## config.mk

```make
export PLATFORM = sky130hd
export DESIGN_NAME = lcd_frame_ctrl
export DESIGN_NICKNAME = d
export VERILOG_FILES = /design/src/rtl/lcd_frame_ctrl.sv
export SDC_FILE = /design/constraint.sdc
export NUM_CORES = 1
export LEC_CHECK = 0
export BUFFER_PORTS_ARGS = -buffer_cell sky130_fd_sc_hd__buf_4
export CAP_MARGIN = 5
export CORE_AREA = 2 2 39 41
export DETAILED_ROUTE_END_ITERATION = 8
export DIE_AREA = 0 0 41 43
export HOLD_SLACK_MARGIN = 0.03
export PLACE_DENSITY = 0.66
export RECOVER_POWER = 25
export SETUP_SLACK_MARGIN = 0.3
export SLEW_MARGIN = 20
export SYNTH_ARGS = -nofsm -noshare
export SYNTH_HDL_FRONTEND = slang
export SYNTH_SLANG_ARGS = --single-unit
```

## constraint.sdc

```tcl
create_clock -name clk -period 1.3 [get_ports clk]
set_clock_uncertainty 0.05 [all_clocks]
set_input_delay 0.195 -clock clk [delete_from_list [all_inputs] [get_ports clk]]
set_output_delay 0.195 -clock clk [all_outputs]
set_load 0.02 [all_outputs]
```

## src/rtl/lcd_frame_ctrl.sv

```systemverilog
module lcd_frame_ctrl (
  input  logic       clk,
  input  logic       rst_n,
  input  logic       bus_sel,
  input  logic       bus_wr,
  input  logic       bus_rd,
  input  logic [7:0] bus_wdata,
  output logic [7:0] bus_rdata,
  input  logic       frame_start,
  input  logic       irq_ack,
  input  logic       gie,
  output logic       drv_enable,
  output logic       wave_lowpwr,
  output logic       blank_out,
  output logic       irq
);
  logic en_q, lp_req_q, ie_q, blank_req_q;
  logic flag_q, lp_act_q, blank_act_q, skip_q;

  wire wr_hit   = bus_sel & bus_wr;
  wire frame_ev = frame_start & en_q;
  wire flag_set = frame_ev & (~lp_act_q | ~skip_q);
  wire flag_clr = (wr_hit & bus_wdata[4]) | irq_ack;

  always_ff @(posedge clk or negedge rst_n) begin
    if (!rst_n) begin
      en_q        <= 1'b0;
      lp_req_q    <= 1'b0;
      ie_q        <= 1'b0;
      blank_req_q <= 1'b0;
    end else if (wr_hit) begin
      en_q        <= bus_wdata[7];
      lp_req_q    <= bus_wdata[6];
      ie_q        <= bus_wdata[3];
      blank_req_q <= bus_wdata[0];
    end
  end

  always_ff @(posedge clk or negedge rst_n) begin
    if (!rst_n) begin
      lp_act_q    <= 1'b0;
      blank_act_q <= 1'b0;
    end else if (frame_ev) begin
      lp_act_q    <= lp_req_q;
      blank_act_q <= blank_req_q;
    end
  end

  always_ff @(posedge clk or negedge rst_n) begin
    if (!rst_n)
      skip_q <= 1'b0;
    else if (!en_q)
      skip_q <= 1'b0;
    else if (frame_ev)
      skip_q <= lp_act_q ? ~skip_q : 1'b0;
  end

  always_ff @(posedge clk or negedge rst_n) begin
    if (!rst_n)
      flag_q <= 1'b0;
    else if (flag_set)
      flag_q <= 1'b1;
    else if (flag_clr)
      flag_q <= 1'b0;
  end

  wire [7:0] reg_view = {en_q, lp_req_q, 1'b0, flag_q, ie_q, 2'b00, blank_req_q};

  assign bus_rdata   = (bus_sel & bus_rd) ? reg_view : 8'h00;
  assign drv_enable  = en_q;
  assign wave_lowpwr = lp_act_q;
  assign blank_out   = blank_act_q & en_q;
  assign irq         = flag_q & ie_q & gie;
endmodule


```

==> metrics <==
worst hold path depth=2; area leader, netlist=dfrtp_1; P_int=638 µW; worst flop-to-flop path startpoint=drv_enable; chip width=41 µm; Min Hold Slack=0.116 ns; area of the core=0.00138 mm²; clk_lat worst skew=0.26 ns; initial antenna violation count=0; setup tns final=0 ns; Post-synth top flop=dfrtp_1; Design Power=903 µW; First DRT Iteration DRCs=5; Hold Vio Cnt, Final=0; Data required, critical path=1.05 ns; CTS tree=built; clk slew on worst S/H paths=0.06 ns; most frequent cell after synthesis=dfrtp_1; worst-path maximum fanout=4; unrepaired setup endpoints after global routing=true; Final ANT Viol Nets=0; Post-synth EDFFs=0; crit path capture type=output port; routed wl met3=70 µm; VDD IR max=0.000852 V; H-Tree Depth=1; post-synthesis sequential area ratio=50.0%; Area contributors post-synth=dfrtp_1, mux2_2, and3_2; Synth async-reset ratio=100%; Die H=43 µm; # IOs=28; Peak Freq=828 MHz; Yosys top cell area share=50.0%; GP Congestion=0.632; Cell variety after synth=15; PortBufs=21; Nets=83; Site Rows=14; global-route wire length before repair=1610 µm; Remaining DRCs=0; Worst Hold Endpoint=drv_enable; mean area per synthesized cell=11.8 µm²; area grow syn2layout=80.9%; Slew Viols, Final=0; GR Util All Layers=13.3%; worst min path class=primary input to register; wl on met1=379 µm; Num CTS Buffers=3; Leak=0.352 nW; register bit total from synthesis=8; Startpoint Class=register; routed length on met2=495 µm; synth cell count leaders=dfrtp_1, mux2_2, and3_2; maximum clock path buffer count=2; WL final=945 µm; routed len/inst=11.5 µm; maxcap violations=0; Flop pwr share=37.2%; final worst setup slack=0.0921 ns; Setup WS pre-CTS=0.254 ns; clock power share=23.4%; hold_sp=bus_wdata[7]; share of cells above drive strength 1=69.7%; dpl hpwl=676 µm; run status=completed; Power Density=1250 mW/mm²; Critical Setup Path Class=register to output port; TritonRoute pass-1 iters=2; Post-Syn Instances=34; die area=0.00176 mm²; Comb pwr share=39.4%; Top Layer Used=met3; Worst R2R End=wave_lowpwr; final setup violation count=0; Avg Vias per Cell=4.51; GRT overflow=0; worst path arrival time=0.96 ns; synth warn=0; total number of vias=370; final instance area=724 µm²; CTS Root Cell=clkbuf_4; Cell Area, Placed=574 µm²; CTS sink count=8; area of the mapped netlist=400 µm²; period utilization=92.9%; crit path time final=1.21 ns; worst r2r path cells=3; Sw Ratio=29.3%; Sw Pwr=265 µW; largest net degree at the start of global routing=9; antenna fix cells=0; vias in the first global route=380; Initial Utilization=28.9%; reg-to-reg slack, setup=0.19 ns
state kept, by name (all words and copies together) (netlist names):
name and cells:
flag_q 1, blank_req_q 1, skip_q 1, wave_lowpwr 1, drv_enable 1, lp_req_q 1, blank_act_q 1, ie_q 1
placed cells by master, fill, tap and decap left out:
cell type	count
nand3b_1	1
conb_1	3
clkbuf_1	2
nand3_1	1
and2_4	1
dfrtp_1	7
nand2_4	1
nand2_2	1
buf_4	18
mux2_2	4
dfrtp_2	1
clkbuf_4	3
mux2_4	2
nor2b_1	1
and3_4	6
buf_6	9
a21boi_0	1
a32o_1	1
nand2b_1	1
dlygate4sd3_1	1
nand2_1	1
routing by layer:
metal | vias to the layer above | global-route usage [%]
li1 | 179 | -
met1 | 174 | 17.4
met2 | 17 | 20.6
met3 | 0 | 2.09
met4 | 0 | 6.00
met5 | - | 0
per-stage QoR:
| stage | util, % | cells |
|---|---|---|
| floorplan | - | 36 |
| global placement | 41.5 | 70 |
| detailed placement | 41.5 | 70 |
| CTS | 51.4 | 80 |
| global route | 52.4 | 82 |
| finish | 52.4 | 82 |
logic make-up (layout without fill, tap and decap cells):
family	after synthesis	count (layout)	share of synthesized area, %
compound gates	2	2	4.38
buf+inv	3	33	5.62
flops	8	8	50.0
mux	6	6	16.9
other cells	1	3	0.937
simple gates	14	14	22.2
power groups by stage:
stage | clock network [mW] | logic, mW | registers (mW)
2_1_floorplan | 0 | 0.133 | 0.354
3_5_place_dp | 0 | 0.244 | 0.349
5_1_grt | 0.232 | 0.382 | 0.344
4_1_cts | 0.219 | 0.342 | 0.336
3_3_place_gp | 0 | 0.240 | 0.345
6_report | 0.211 | 0.356 | 0.336
worst max-delay path by stage:
stage / from / end / slack (ns) / cells after the start
after detailed placement: drv_enable / bus_rdata[7] / 0.25 / 2
after CTS: drv_enable / bus_rdata[7] / 0.08 / 2
after global placement: drv_enable / bus_rdata[7] / 0.25 / 2
final: drv_enable / bus_rdata[7] / 0.09 / 2
after floorplan: drv_enable / blank_act_q / 0.27 / 2
after global routing: drv_enable / bus_rdata[7] / 0.06 / 2
worst max-delay path: stages (launching register included):
cell and delay (ns):
dfrtp_2 0.43, and3_4 0.16, buf_6 0.12
area by class of cell:
type,count,area (µm²)
Clock buffer,4,26.3
Fill cell,130,659
Multi-Input combinational cell,25,226
Sequential cell,8,201
Tap cell,16,20.0
Timing Repair Buffer,29,250
repair_timing:
| item | CTS | global route |
|---|---|---|
| setup endpoints to repair | 11 | 12 |
| pin swaps | 5 | 0 |
| hold buffers | 1 | 0 |
| setup buffers | 5 | 2 |
| endpoints found under the hold margin | 8 | 0 |
| resized for setup | 16 | 1 |
(Power assumes the default switching activity.)
